`config.mk`:
```
export PLATFORM = sky130hd
export DESIGN_NAME = keychain_lock
export DESIGN_NICKNAME = d
export VERILOG_FILES = /design/src/rtl/lock_pkg.sv /design/src/rtl/key_edge.sv /design/src/rtl/key_decode.sv /design/src/rtl/lock_chain.sv /design/src/rtl/unlock_timer.sv /design/src/rtl/keychain_lock.sv
export SDC_FILE = /design/constraint.sdc
export NUM_CORES = 1
export LEC_CHECK = 0
export ABC_AREA = 1
export BUFFER_PORTS_ARGS = -buffer_cell sky130_fd_sc_hd__buf_2
export CAP_MARGIN = 10
export CELL_PAD_IN_SITES_DETAIL_PLACEMENT = 0
export CELL_PAD_IN_SITES_GLOBAL_PLACEMENT = 1
export CORE_ASPECT_RATIO = 0.9
export CORE_MARGIN = 5
export CORE_UTILIZATION = 43
export CTS_BUF_LIST = sky130_fd_sc_hd__clkbuf_4
export DETAILED_ROUTE_END_ITERATION = 10
export PLACE_DENSITY = 0.93
export SLEW_MARGIN = 20
export SYNTH_ARGS = -nofsm -noshare
export SYNTH_HDL_FRONTEND = slang
export SYNTH_SLANG_ARGS = --single-unit
```
`constraint.sdc`:
```
create_clock -name clk -period 1.95 [get_ports clk]
set_clock_uncertainty 0.05 [all_clocks]
set_input_delay 0.39 -clock clk [delete_from_list [all_inputs] [get_ports clk]]
set_output_delay 0.39 -clock clk [all_outputs]
set_load 0.01 [all_outputs]
```
`src/rtl/lock_pkg.sv`:
```
// lock_pkg: shared constants and types for the keypad combination lock.
// Assumes a fixed code length of four positions.
package lock_pkg;
    localparam int unsigned STAGES = 4;
    typedef logic [STAGES-1:0] stage_vec_t;
endpackage

```
`src/rtl/key_edge.sv`:
```
// key_edge: brings asynchronous, already-debounced key lines onto clk
// through a two-flop synchroniser and flags each low-to-high transition
// for one cycle. Assumes lines are held stable for several clock cycles.
module key_edge #(
    parameter int unsigned NUM_KEYS = 16
) (
    input  logic                clk,
    input  logic                rst_n,
    input  logic [NUM_KEYS-1:0] keys_i,
    output logic [NUM_KEYS-1:0] rise_o
);
    logic [NUM_KEYS-1:0] meta_q;
    logic [NUM_KEYS-1:0] sync_q;
    logic [NUM_KEYS-1:0] last_q;

    for (genvar g = 0; g < NUM_KEYS; g++) begin : g_line
        // Synchronise one key line and keep its previous synchronised level.
        always_ff @(posedge clk) begin
            if (!rst_n) begin
                meta_q[g] <= 1'b0;
                sync_q[g] <= 1'b0;
                last_q[g] <= 1'b0;
            end else begin
                meta_q[g] <= keys_i[g];
                sync_q[g] <= meta_q[g];
                last_q[g] <= sync_q[g];
            end
        end

        // Flag a rise when the synchronised level is new this cycle.
        assign rise_o[g] = sync_q[g] & ~last_q[g];
    end
endmodule

```
`src/rtl/key_decode.sv`:
```
// key_decode: sorts key rises into the four code-position presses and a
// single wrong-key flag. Assumes the four code indices are distinct and
// lie below NUM_KEYS.
module key_decode
    import lock_pkg::*;
#(
    parameter int unsigned NUM_KEYS = 16,
    parameter int unsigned CODE0    = 3,
    parameter int unsigned CODE1    = 7,
    parameter int unsigned CODE2    = 1,
    parameter int unsigned CODE3    = 9
) (
    input  logic [NUM_KEYS-1:0] rise_i,
    output stage_vec_t          press_o,
    output logic                wrong_o
);
    localparam logic [NUM_KEYS-1:0] ONE = NUM_KEYS'(1);
    localparam logic [NUM_KEYS-1:0] CODE_MASK =
        (ONE << CODE0) | (ONE << CODE1) | (ONE << CODE2) | (ONE << CODE3);

    // Route each code line's rise to its chain position.
    always_comb begin
        press_o[0] = rise_i[CODE0];
        press_o[1] = rise_i[CODE1];
        press_o[2] = rise_i[CODE2];
        press_o[3] = rise_i[CODE3];
    end

    // Any rise outside the code set is a wrong key.
    assign wrong_o = |(rise_i & ~CODE_MASK);
endmodule

```
`src/rtl/lock_chain.sv`:
```
// lock_chain: four one-bit stages. A press loads stage 0 with 1 and
// stage n with stage n-1. A clear empties all stages and beats any load.
module lock_chain
    import lock_pkg::*;
(
    input  logic       clk,
    input  logic       rst_n,
    input  stage_vec_t press_i,
    input  logic       clear_i,
    output stage_vec_t stage_o
);
    stage_vec_t stage_q;
    stage_vec_t load_val;

    for (genvar g = 0; g < STAGES; g++) begin : g_stage
        if (g == 0) begin : g_first
            assign load_val[g] = 1'b1;
        end else begin : g_next
            assign load_val[g] = stage_q[g-1];
        end

        // Update one stage: clear first, then its own press.
        always_ff @(posedge clk) begin
            if (!rst_n) begin
                stage_q[g] <= 1'b0;
            end else if (clear_i) begin
                stage_q[g] <= 1'b0;
            end else if (press_i[g]) begin
                stage_q[g] <= load_val[g];
            end
        end
    end

    assign stage_o = stage_q;
endmodule

```
`src/rtl/unlock_timer.sv`:
```
// unlock_timer: counts cycles with unlock high and raises expire_o in the
// cycle where the count reaches timeout_i, so that unlock lasts exactly
// timeout_i cycles. A timeout of 0 never expires.
module unlock_timer #(
    parameter int unsigned TMO_W = 16
) (
    input  logic             clk,
    input  logic             rst_n,
    input  logic             unlock_i,
    input  logic [TMO_W-1:0] timeout_i,
    output logic             expire_o
);
    logic [TMO_W-1:0] cnt_q;

    assign expire_o = unlock_i && (timeout_i != '0) &&
                      (cnt_q == timeout_i - TMO_W'(1));

    // Count open cycles; restart whenever the lock is closed or expires.
    always_ff @(posedge clk) begin
        if (!rst_n) begin
            cnt_q <= '0;
        end else if (!unlock_i || expire_o) begin
            cnt_q <= '0;
        end else begin
            cnt_q <= cnt_q + TMO_W'(1);
        end
    end
endmodule

```
`src/rtl/keychain_lock.sv`:
```
// keychain_lock: four-digit sequential combination lock. Key rises load
// a chain of stages; a wrong key or timeout empties it. Assumes debounced
// key lines and a synchronous active-low reset.
module keychain_lock
    import lock_pkg::*;
#(
    parameter int unsigned NUM_KEYS = 16,
    parameter int unsigned CODE0    = 3,
    parameter int unsigned CODE1    = 7,
    parameter int unsigned CODE2    = 1,
    parameter int unsigned CODE3    = 9,
    parameter int unsigned TMO_W    = 16
) (
    input  logic                clk,
    input  logic                rst_n,
    input  logic [NUM_KEYS-1:0] keys_i,
    input  logic [TMO_W-1:0]    timeout_i,
    output logic                unlock_o,
    output logic [STAGES-1:0]   stage_o
);
    logic [NUM_KEYS-1:0] rise_w;
    stage_vec_t          press_w;
    logic                wrong_w;
    logic                expire_w;
    logic                clear_w;
    stage_vec_t          stage_w;

    key_edge #(.NUM_KEYS(NUM_KEYS)) u_edge (
        .clk(clk), .rst_n(rst_n), .keys_i(keys_i), .rise_o(rise_w)
    );

    key_decode #(
        .NUM_KEYS(NUM_KEYS), .CODE0(CODE0), .CODE1(CODE1),
        .CODE2(CODE2), .CODE3(CODE3)
    ) u_dec (
        .rise_i(rise_w), .press_o(press_w), .wrong_o(wrong_w)
    );

    // Either clearing source empties the chain.
    assign clear_w = wrong_w | expire_w;

    lock_chain u_chain (
        .clk(clk), .rst_n(rst_n), .press_i(press_w),
        .clear_i(clear_w), .stage_o(stage_w)
    );

    unlock_timer #(.TMO_W(TMO_W)) u_tmr (
        .clk(clk), .rst_n(rst_n), .unlock_i(stage_w[STAGES-1]),
        .timeout_i(timeout_i), .expire_o(expire_w)
    );

    assign stage_o  = stage_w;
    assign unlock_o = stage_w[STAGES-1];
endmodule

```
==> summary.txt, run 1 <==
Synth
  – Post-Synth Simple-Gate Area: 0.314
  – Synth top area cells: dfxtp_1 (44%), nand2_1 (16%), inv_1 (13%), nor2_1 (6.2%), xor2_1 (4.5%)
  – Complex-gate fraction of the synthesized area: 0.0312
  – Adder-cell area share of the yosys netlist: 0.00811
  – Synthesized instance count: 449
  – Commonest cells in the netlist: nand2_1 (128), inv_1 (107), dfxtp_1 (68), nor2_1 (51), nand3_1 (18)
  – Sequential area share after synthesis: 0.441
  – Fraction of registers with async set or reset after synthesis: 0
  – Cell with the most instances after synthesis: nand2_1
  – Syn nets: 485
  – Post-synth top area cell: dfxtp_1
  – Synth unique cells: 30
  – Dominant synthesized flop cell: dfxtp_1
  – Synth Cell Area: 3080 sq um
  – Number of flops mapped to enable cells by yosys: 0
  – Synthesized flop and latch total: 68
  – Largest family of logic cells by synthesized area: simple AND/OR/NAND/NOR gates
  – Mux cell area share after synthesis: 0
  – Avg Cell Area, Syn: 6.87 sq um
  – Synth warn: 0
  – Top cell type's share of synthesized area: 0.441
  – Post-synthesis xor/xnor area fraction: 0.0568

Critical path
  – Max incr delay on CP: 0.42 ns
  – Cell mode on critical path: nor2_1
  – R2R Path Start: u_tmr.cnt_q[1]$_SDFF_PP0_
  – Worst reg2reg setup slack: 0.23 ns
  – Crit Path Class: register to register
  – Crit path required time: 2.23 ns
  – Reg-to-reg endpoint: u_tmr.cnt_q[14]$_SDFF_PP0_
  – Critical path capture point type: register
  – FF-to-FF path depth: 8
  – Arr. time, crit path: 2.00 ns
  – Cells along the critical path: ha_2, nand3_1, nor2_1, nand3b_1, nor3_1, xor2_1, inv_1, nor2_1
  – Startpoint types: register
  – Crit path max fanout: 4
  – Crit-path slowest cell: dfxtp_1

Placed design
  – Final HPWL DP: 4300 microns
  – Gp weighted congestion: 0.893
  – Post-Place Cell Area: 3400 sq um
  – PortBufs: 38
  – DP Worst Slack: -0.0945 ns

Timing
  – Worst Tran Pin Value: 0.433 ns
  – Part of the cycle the worst path needs: 0.882
  – FMAX: 582 MHz
  – RSZ-0062 raised after global routing: false
  – Max-slew violations: 0
  – TNS Setup: 0 ns
  – Final setup violation count: 0
  – Endpoints failing hold: 0
  – Slew headroom: 0.712
  – Final worst path period need: 1.72 ns
  – Final WS setup: 0.230 ns

Detailed routing
  – DR WL/cell: 9.35 microns
  – Drt via density: 4.25
  – Drt pass-1 iters: 4
  – # DRC: 0
  – Final ANT Viol Nets: 0
  – DR vias: 2,524
  – Final WL: 5560 microns
  – Detailed router's first-iteration violation count: 70

Pwr
  – Worst VDD drop: 470 uV
  – P_leak: 0.00189 uW
  – Power per Cell Area: 701 nW/um^2

GRT
  – First-pass GRT wire length: 9720 microns
  – Number of global-route vias before repair: 2,284
  – Largest net degree at the start of global routing: 49
  – Initial antenna violation count: 0
  – GRT Util Overall: 0.134
  – GR Overflow Total: 0

Job
  – Max Cap Viol: 0

Worst hold path
  – Hold crit path type: input port to register
  – Hold EP: u_edge.meta_q[2]$_SDFF_PN0_
  – Min-Delay Startpoint: keys_i[2]
  – Hold Crit Depth: 3

Clock tree
  – TritonCTS buffer count: 9
  – Htree depth: 3
  – Hold buffers post-CTS: 0
  – Clock sink count: 68
  – CTS tree: yes
  – Worst-Skew Late Latency: 0.39 ns
  – Clock transition at path regs: 0.10 ns
  – Post-CTS Setup Inserts: 0
  – CTS root buffer: clkbuf_4
  – Clock buffer depth: 2

Finish
  – Net count, final: 533
  – # fillers: 716
  – Final Core Density: 0.505
  – Share of cells above drive strength 1: 0.162
  – Design area: 3540 sq um
  – Antenna diodes: 0
  – Syn-to-layout area delta: 14.7%

Floorplanning
  – Rows: 29
  – Initial core utilization: 0.440
  – Number of top-level pins: 39
  – Die Wd: 99.3 microns
  – Die Y: 90.3 microns
  – Core area: 7000 sq um
  – Die area: 8970 sq um

Run status
  – Status: finished, final reports clean
==> through the flow <==
stage          cells  hold slack, ns  power [uW]
6_report         594           0.124        2480
5_1_grt          594          0.0969        2610
4_1_cts          594          0.0863        2530
3_5_place_dp     579           0.345        1680
3_3_place_gp     579           0.343        1670
2_1_floorplan    449           0.340        1590
==> worst max path at each step <==
stage / slack (ns) / to / depth (start not counted) / startpoint
after global placement: -0.05 / u_tmr.cnt_q[0]$_SDFF_PP0_ / 15 / timeout_i[0]
after CTS: 0.13 / u_tmr.cnt_q[13]$_SDFF_PP0_ / 9 / u_tmr.cnt_q[3]$_SDFF_PP0_
final: 0.23 / u_tmr.cnt_q[14]$_SDFF_PP0_ / 8 / u_tmr.cnt_q[1]$_SDFF_PP0_
after floorplan: 0.14 / u_tmr.cnt_q[9]$_SDFF_PP0_ / 15 / timeout_i[0]
after detailed placement: -0.09 / u_tmr.cnt_q[0]$_SDFF_PP0_ / 14 / timeout_i[0]
after global routing: 0.004 / u_tmr.cnt_q[14]$_SDFF_PP0_ / 8 / u_tmr.cnt_q[1]$_SDFF_PP0_
==> flip-flops by register name (all words and copies together) (netlist names) <==
signal / cells
u_edge.last_q: 16
u_edge.meta_q: 16
u_edge.sync_q: 16
u_tmr.cnt_q: 16
u_chain.stage_o: 4
==> final cells by class <==
| class | instances | area, sq um | share of cell area |
|---|---|---|---|
| repair buffers | 47 | 258 | 0.0729 |
| multi-input cells | 264 | 1270 | 0.358 |
| flip-flops and latches | 68 | 1370 | 0.386 |
| well taps | 93 | 116 | 0.0329 |
| clock inverters | 5 | 53.8 | 0.0152 |
| inverters | 107 | 402 | 0.114 |
| clock buffers | 10 | 75.1 | 0.0212 |
==> metal layers <==
layer | track usage | up-vias | part of all wire
li1 | - | 1409 | -
met1 | 0.168 | 1067 | 0.50
met2 | 0.210 | 37 | 0.44
met3 | 0.0278 | 11 | 0.039
met4 | 0.0751 | 0 | 0.020
met5 | 0 | - | 0
==> report_power, final <==
part	total [uW]	internal [uW]	switching (uW)
combinational	200	84.1	116
sequential	1440	1430	12.5
clock	840	395	445
==> placed cells by master, fill, tap and decap left out, types with 5 or more instances in the layout <==
master    Yosys  layout
buf_2         1      38
buf_4         1       9
clkbuf_4      0      10
dfxtp_1      68      65
inv_1       107     107
nand2_1     128     128
nand3_1      18      18
nor2_1       51      51
nor2_2        7       7
o21ai_0       6       6
o22ai_1       5       5
xor2_1       16      16
==> logic make-up (layout without fill, tap and decap cells) <==
group,after synthesis,count (layout)
fa+ha+maj,2,2
flops,68,68
buf+inv,117,169
xor+xnor,20,20
simple gates,225,225
compound gates,17,17
==> critical path, delay by kind of cell, from the launching register on <==
kind,cells,cell delay (ns)
fa+ha+maj,1,0.24
buf+inv,1,0.05
simple gates,5,0.74
xor+xnor,1,0.17
flops,1,0.42
==> what timing repair did <==
action | in CTS | in global routing
hold endpoints to repair | 0 | 0
resized for setup | 0 | 4
setup endpoints to repair | 0 | 2
Note: power is estimated with default switching activity, not from simulation.
==> run 2, diff against run 1 <==
--- a/config.mk
+++ b/config.mk
@@ -5,17 +5,16 @@
 export SDC_FILE = /design/constraint.sdc
 export NUM_CORES = 1
 export LEC_CHECK = 0
-export ABC_AREA = 1
 export BUFFER_PORTS_ARGS = -buffer_cell sky130_fd_sc_hd__buf_2
 export CAP_MARGIN = 10
 export CELL_PAD_IN_SITES_DETAIL_PLACEMENT = 0
 export CELL_PAD_IN_SITES_GLOBAL_PLACEMENT = 1
 export CORE_ASPECT_RATIO = 0.9
 export CORE_MARGIN = 5
-export CORE_UTILIZATION = 43
+export CORE_UTILIZATION = 45
 export CTS_BUF_LIST = sky130_fd_sc_hd__clkbuf_4
 export DETAILED_ROUTE_END_ITERATION = 10
-export PLACE_DENSITY = 0.93
+export PLACE_DENSITY = 0.92
 export SLEW_MARGIN = 20
 export SYNTH_ARGS = -nofsm -noshare
 export SYNTH_HDL_FRONTEND = slang
==> constraint.sdc (replaced) <==
create_clock -name clk -period 1.95 [get_ports clk]
set_clock_uncertainty 0.05 [all_clocks]
set_input_delay 0.39 -clock clk [delete_from_list [all_inputs] [get_ports clk]]
set_output_delay 0.39 -clock clk [all_outputs]
set_load 0.02 [all_outputs]
==> summary.txt, run 2 <==
Clock tree
  – CTS root buffer: clkbuf_4
  – Worst-Skew Late Latency: 0.39 ns
  – CTS tree: yes
  – Clock sink count: 68
  – Clock transition at path regs: 0.10 ns
  – Htree depth: 3
  – TritonCTS buffer count: 9
  – Clock buffer depth: 2

GRT
  – GR Overflow Total: 0
  – First-pass GRT wire length: 9620 microns
  – Largest net degree at the start of global routing: 46
  – Number of global-route vias before repair: 2,148
  – Initial antenna violation count: 0
  – GRT Util Overall: 0.150

Floorplanning
  – Die area: 7930 sq um
  – Number of top-level pins: 39
  – Core area: 6110 sq um
  – Die Y: 85 microns
  – Die Wd: 93.3 microns
  – Initial core utilization: 0.460
  – Rows: 27

Detailed routing
  – Drt via density: 4.95
  – Drt pass-1 iters: 4
  – Top layer reached by signal wires: met4
  – Final ANT Viol Nets: 0
  – Met1 Wirelength: 2610 microns
  – # DRC: 0
  – DR vias: 2,229
  – Wire length on met2: 2610 microns
  – Detailed router's first-iteration violation count: 161
  – Met3 WL: 352 microns
  – DR WL/cell: 12.5 microns
  – Final WL: 5650 microns

Pwr
  – Switching Share: 0.219
  – Worst VDD drop: 493 uV
  – Clock group share of total power: 0.327
  – Int Pwr: 1930 uW
  – P_leak: 0.00141 uW
  – Flop pwr share: 0.581
  – Gate power share: 0.092
  – Power per Cell Area: 687 nW/um^2
  – Net switching power: 542 uW

Synth
  – Cell with the most instances after synthesis: dfxtp_1
  – Mux cell area share after synthesis: 0.0196
  – Synth unique cells: 38
  – Post-Synth Simple-Gate Area: 0.238
  – Synth warn: 0
  – Synthesized instance count: 291
  – Complex-gate fraction of the synthesized area: 0.108
  – Top cell type's share of synthesized area: 0.484
  – Post-synth top area cell: dfxtp_1
  – Synthesized flop and latch total: 68
  – Dominant synthesized flop cell: dfxtp_1
  – Avg Cell Area, Syn: 9.67 sq um
  – Fraction of registers with async set or reset after synthesis: 0
  – Syn nets: 327
  – Commonest cells in the netlist: dfxtp_1 (68), and2_1 (50), a211oi_1 (16), xnor2_1 (16), xor2_1 (16)
  – Sequential area share after synthesis: 0.484
  – Post-synthesis xor/xnor area fraction: 0.0996
  – Synth top area cells: dfxtp_1 (48%), and2_1 (11%), xnor2_1 (5.0%), xor2_1 (5.0%), a211oi_1 (4.3%)
  – Largest family of logic cells by synthesized area: simple AND/OR/NAND/NOR gates
  – Number of flops mapped to enable cells by yosys: 0
  – Synth Cell Area: 2810 sq um
  – Adder-cell area share of the yosys netlist: 0.00890

Placed design
  – Dpl cells: 432
  – Final HPWL DP: 3830 microns
  – PortBufs: 38
  – Post-Place Cell Area: 3330 sq um
  – Gp weighted congestion: 0.831

Critical path
  – Startpoint types: input port
  – Worst reg2reg setup slack: -0.07 ns
  – Arr. time, crit path: 2.47 ns
  – Crit path max fanout: 5
  – Crit-path slowest cell: or4b_4
  – Max incr delay on CP: 0.50 ns
  – Crit Path Class: input port to register
  – Cells along the critical path: buf_12, inv_12, ha_4, or4b_4, or3_4, or4_4, a31oi_4, buf_6, a211oi_2
  – Critical path capture point type: register
  – FF-to-FF path depth: 8
  – R2R Path Start: u_tmr.cnt_q[9]$_SDFF_PP0_
  – Crit path required time: 2.14 ns
  – Reg-to-reg endpoint: u_tmr.cnt_q[8]$_SDFF_PP0_

Timing
  – Part of the cycle the worst path needs: 1.17
  – Final setup violation count: 20
  – Final WS setup: -0.332 ns
  – FMAX: 438 MHz
  – Worst Tran Pin Value: 0.622 ns
  – RSZ-0062 raised after global routing: true
  – Slew headroom: 0.584
  – Endpoints failing hold: 0
  – Worst hold slack: 0.158 ns
  – Final worst path period need: 2.28 ns
  – Max-slew violations: 0

Finish
  – Antenna diodes: 0
  – Syn-to-layout area delta: 28.1%
  – Post-route insts no fill: 450
  – Most frequent cells in the layout: dfxtp_1 (68), and2_1 (50), buf_2 (36)
  – Share of cells above drive strength 1: 0.306
  – Net count, final: 396
  – Design area: 3600 sq um
  – Commonest non-fill, non-tap cell in the layout: dfxtp_1
  – Final Core Density: 0.589

Worst hold path
  – Hold EP: u_edge.meta_q[0]$_SDFF_PN0_
  – Hold crit path type: input port to register
  – Hold Crit Depth: 2
  – Min-Delay Startpoint: keys_i[0]

Job
  – Max Cap Viol: 0

Run status
  – Failing checks: negative setup slack
  – Status: finished with violations
[run 2: metrics by stage]
step / setup slack [ns] / power, uW / TNS [ns]
2_1_floorplan: -0.525 / 1570 / -10.20
3_3_place_gp: -0.873 / 1670 / -16.72
3_5_place_dp: -0.868 / 1680 / -16.69
4_1_cts: -0.309 / 2500 / -5.65
5_1_grt: -0.338 / 2600 / -6.13
6_report: -0.332 / 2480 / -5.97
[run 2: worst max-delay path by stage]
stage | from | end | slack [ns] | depth (start not counted)
3_5_place_dp | timeout_i[0] | u_tmr.cnt_q[13]$_SDFF_PP0_ | -0.87 | 9
3_3_place_gp | timeout_i[0] | u_tmr.cnt_q[13]$_SDFF_PP0_ | -0.87 | 9
2_1_floorplan | timeout_i[0] | u_tmr.cnt_q[13]$_SDFF_PP0_ | -0.52 | 8
4_1_cts | timeout_i[0] | u_tmr.cnt_q[13]$_SDFF_PP0_ | -0.31 | 9
6_report | timeout_i[0] | u_tmr.cnt_q[7]$_SDFF_PP0_ | -0.33 | 9
5_1_grt | timeout_i[0] | u_tmr.cnt_q[9]$_SDFF_PP0_ | -0.34 | 9
[run 2: cells by family (layout without fill, tap and decap cells)]
group / after synthesis / in the layout
AO/OA/AOI/OAI: 43 / 43
XOR/XNOR: 32 / 32
adder cells (fa/ha/maj): 2 / 2
buffers and inverters: 29 / 101
flip-flops: 68 / 68
multiplexers: 5 / 5
AND/OR/NAND/NOR: 112 / 112
[run 2: power by group through the flow]
| stage | clock (uW) | combinational, uW | sequential (uW) |
|---|---|---|---|
| 3_5_place_dp | 0 | 205 | 1470 |
| 5_1_grt | 908 | 252 | 1440 |
| 6_report | 810 | 227 | 1440 |
| 4_1_cts | 842 | 223 | 1440 |
| 2_1_floorplan | 0 | 106 | 1470 |
| 3_3_place_gp | 0 | 199 | 1470 |
[run 2: critical path, delay by kind of cell]
family	cells	cell delay (ns)
buf+inv	3	0.33
compound gates	2	0.34
fa+ha+maj	1	0.12
simple gates	3	1.28
[run 2: per-layer routing]
metal,up-vias,GRT usage
met2,57,0.240
met4,0,0.0639
li1,1143,-
met3,7,0.0399
met5,-,0
met1,1022,0.191
[run 2: layout make-up]
type | instances | area [sq um]
Timing Repair Buffer | 72 | 482
Clock inverter | 4 | 42.5
Multi-Input combinational cell | 194 | 1460
Tap cell | 87 | 109
Inverter | 15 | 73.8
Clock buffer | 10 | 75.1
Fill cell | 514 | 2510
Sequential cell | 68 | 1360
[run 2: what timing repair did]
action                                 CTS  global route
cloned                                   3             0
hold buffers                             0             0
pin swaps                                4             5
resized for setup                       22             7
buffers inserted                         0             1
setup endpoints to repair               20            20
endpoints found under the hold margin    0             0
==> run 3, diff against run 2 <==
--- a/config.mk
+++ b/config.mk
@@ -6,7 +6,7 @@
 export NUM_CORES = 1
 export LEC_CHECK = 0
 export BUFFER_PORTS_ARGS = -buffer_cell sky130_fd_sc_hd__buf_2
-export CAP_MARGIN = 10
+export CAP_MARGIN = 20
 export CELL_PAD_IN_SITES_DETAIL_PLACEMENT = 0
 export CELL_PAD_IN_SITES_GLOBAL_PLACEMENT = 1
 export CORE_ASPECT_RATIO = 0.9
@@ -14,8 +14,9 @@
 export CORE_UTILIZATION = 45
 export CTS_BUF_LIST = sky130_fd_sc_hd__clkbuf_4
 export DETAILED_ROUTE_END_ITERATION = 10
-export PLACE_DENSITY = 0.92
+export PLACE_DENSITY_LB_ADDON = 0.1
 export SLEW_MARGIN = 20
 export SYNTH_ARGS = -nofsm -noshare
 export SYNTH_HDL_FRONTEND = slang
 export SYNTH_SLANG_ARGS = --single-unit
+export TNS_END_PERCENT = 5
==> summary.txt, run 3 (synthesized netlist as in run 2, its figures left out) <==
Clock tree
  – CTS root buffer: clkbuf_4
  – Htree depth: 3
  – Clock transition at path regs: 0.10 ns
  – Clock sink count: 68
  – CTS tree: yes
  – Hold buffers post-CTS: 0
  – TritonCTS buffer count: 9
  – Worst-Skew Late Latency: 0.39 ns
  – Clock buffer depth: 2

Floorplanning
  – Die area: 7930 sq um
  – Initial core utilization: 0.460
  – Number of top-level pins: 39
  – Die Wd: 93.3 microns
  – Die Y: 85 microns
  – Rows: 27
  – Core area: 6110 sq um

Detailed routing
  – # DRC: 0
  – Final WL: 5570 microns
  – Final ANT Viol Nets: 0
  – DR vias: 2,171
  – DR WL/cell: 12.4 microns
  – Detailed router's first-iteration violation count: 115
  – Drt via density: 4.84
  – Drt pass-1 iters: 4

Critical path
  – Crit path max fanout: 5
  – Arr. time, crit path: 2.46 ns
  – Critical path capture point type: register
  – Crit Path Class: input port to register
  – Crit path required time: 2.14 ns
  – Startpoint types: input port

Worst hold path
  – Hold crit path type: input port to register

GRT
  – GRT Util Overall: 0.151
  – GR Overflow Total: 0
  – Number of global-route vias before repair: 2,037
  – First-pass GRT wire length: 9510 microns
  – Initial antenna violation count: 0
  – Largest net degree at the start of global routing: 38

Timing
  – Final setup violation count: 20
  – Final worst path period need: 2.27 ns
  – Worst hold slack: 0.150 ns
  – Max-slew violations: 0
  – Slew headroom: 0.623
  – Final WS setup: -0.318 ns
  – Worst Tran Pin Value: 0.564 ns
  – Endpoints failing hold: 0
  – Part of the cycle the worst path needs: 1.16
  – FMAX: 441 MHz
  – RSZ-0062 raised after global routing: true

Placed design
  – Gp weighted congestion: 0.756
  – Final HPWL DP: 3800 microns
  – PortBufs: 38

Run status
  – Status: finished with violations
  – Failing checks: negative setup slack

Job
  – Max Cap Viol: 0

Pwr
  – Power per Cell Area: 705 nW/um^2
  – Worst VDD drop: 440 uV
  – P_leak: 0.00141 uW

Finish
  – Final Core Density: 0.577
  – Most frequent cells in the layout: dfxtp_1 (68), and2_1 (50), buf_2 (38)
  – Net count, final: 395
  – Antenna diodes: 0
  – Commonest non-fill, non-tap cell in the layout: dfxtp_1
  – Syn-to-layout area delta: 25.5%
  – Share of cells above drive strength 1: 0.285
[run 3: changes by cell type in the layout (fill, tap and decap cells not counted), sizes merged]
cell / previous run / this run
buf: 72 / 71
clkbuf: 10 / 11
clkinv: 3 / 2
[run 3: final timing paths]
path	start	to	slack, ns	depth (start not counted)
worst max-delay path	timeout_i[0]	u_tmr.cnt_q[13]$_SDFF_PP0_	-0.32	9
worst min register to register	u_edge.meta_q[11]$_SDFF_PN0_	u_edge.sync_q[11]$_SDFF_PN0_	0.39	1
worst max register to register	u_tmr.cnt_q[9]$_SDFF_PP0_	u_tmr.cnt_q[13]$_SDFF_PP0_	-0.07	7
worst min-delay path	keys_i[5]	u_edge.meta_q[5]$_SDFF_PN0_	0.15	2
[run 3: stage by stage]
stage / setup WS [ns] / instances / instance area [sq um] / TNS, ns / total power (uW)
final: -0.318 / 449 / 3530 / -6.01 / 2490
after global routing: -0.350 / 449 / 3530 / -6.57 / 2630
after CTS: -0.314 / 449 / 3520 / -5.86 / 2530
after detailed placement: -0.856 / 432 / 3290 / -16.50 / 1670
after global placement: -0.815 / 432 / 3290 / -15.65 / 1670
after floorplan: -0.602 / 291 / 2820 / -11.66 / 1570
[run 3: what timing repair did]
item                                    CTS  global route
pin swaps                                 3             2
gates resized for setup                  19             3
cloned                                    3             0
hold endpoints to repair                  0             0
buffers inserted                          1             0
endpoints found under the setup margin   20            20
[run 3: power by group]
group / switching, uW / leakage [uW] / internal, uW
combinational: 100 / 0.000777 / 118
sequential: 10.6 / 0.000556 / 1430
clock: 430 / 0.0000726 / 403
total: 541 / 0.00141 / 1950
[run 3: worst max-delay path, cell delays in order]
cell      delay (ns)
buf_2           0.11
inv_2           0.06
ha_4            0.12
or4b_4          0.50
or3_4           0.35
or4_4           0.43
a31oi_4         0.25
buf_6           0.17
a221oi_1        0.07
[run 3: area by class of cell]
| type | count | area, sq um |
|---|---|---|
| Multi-Input combinational cell | 194 | 1430 |
| Clock inverter | 3 | 40.0 |
| Timing Repair Buffer | 71 | 449 |
| Sequential cell | 68 | 1360 |
| Tap cell | 87 | 109 |
| Fill cell | 578 | 2580 |
| Inverter | 15 | 56.3 |
| Clock buffer | 11 | 82.6 |
[run 3: per-layer routing]
layer | share of wire | track usage | up-vias
li1 | - | - | 1143
met3 | 0.048 | 0.0576 | 4
met2 | 0.42 | 0.202 | 43
met4 | 0.0056 | 0.0493 | 0
met5 | 0 | 0 | -
met1 | 0.52 | 0.221 | 981
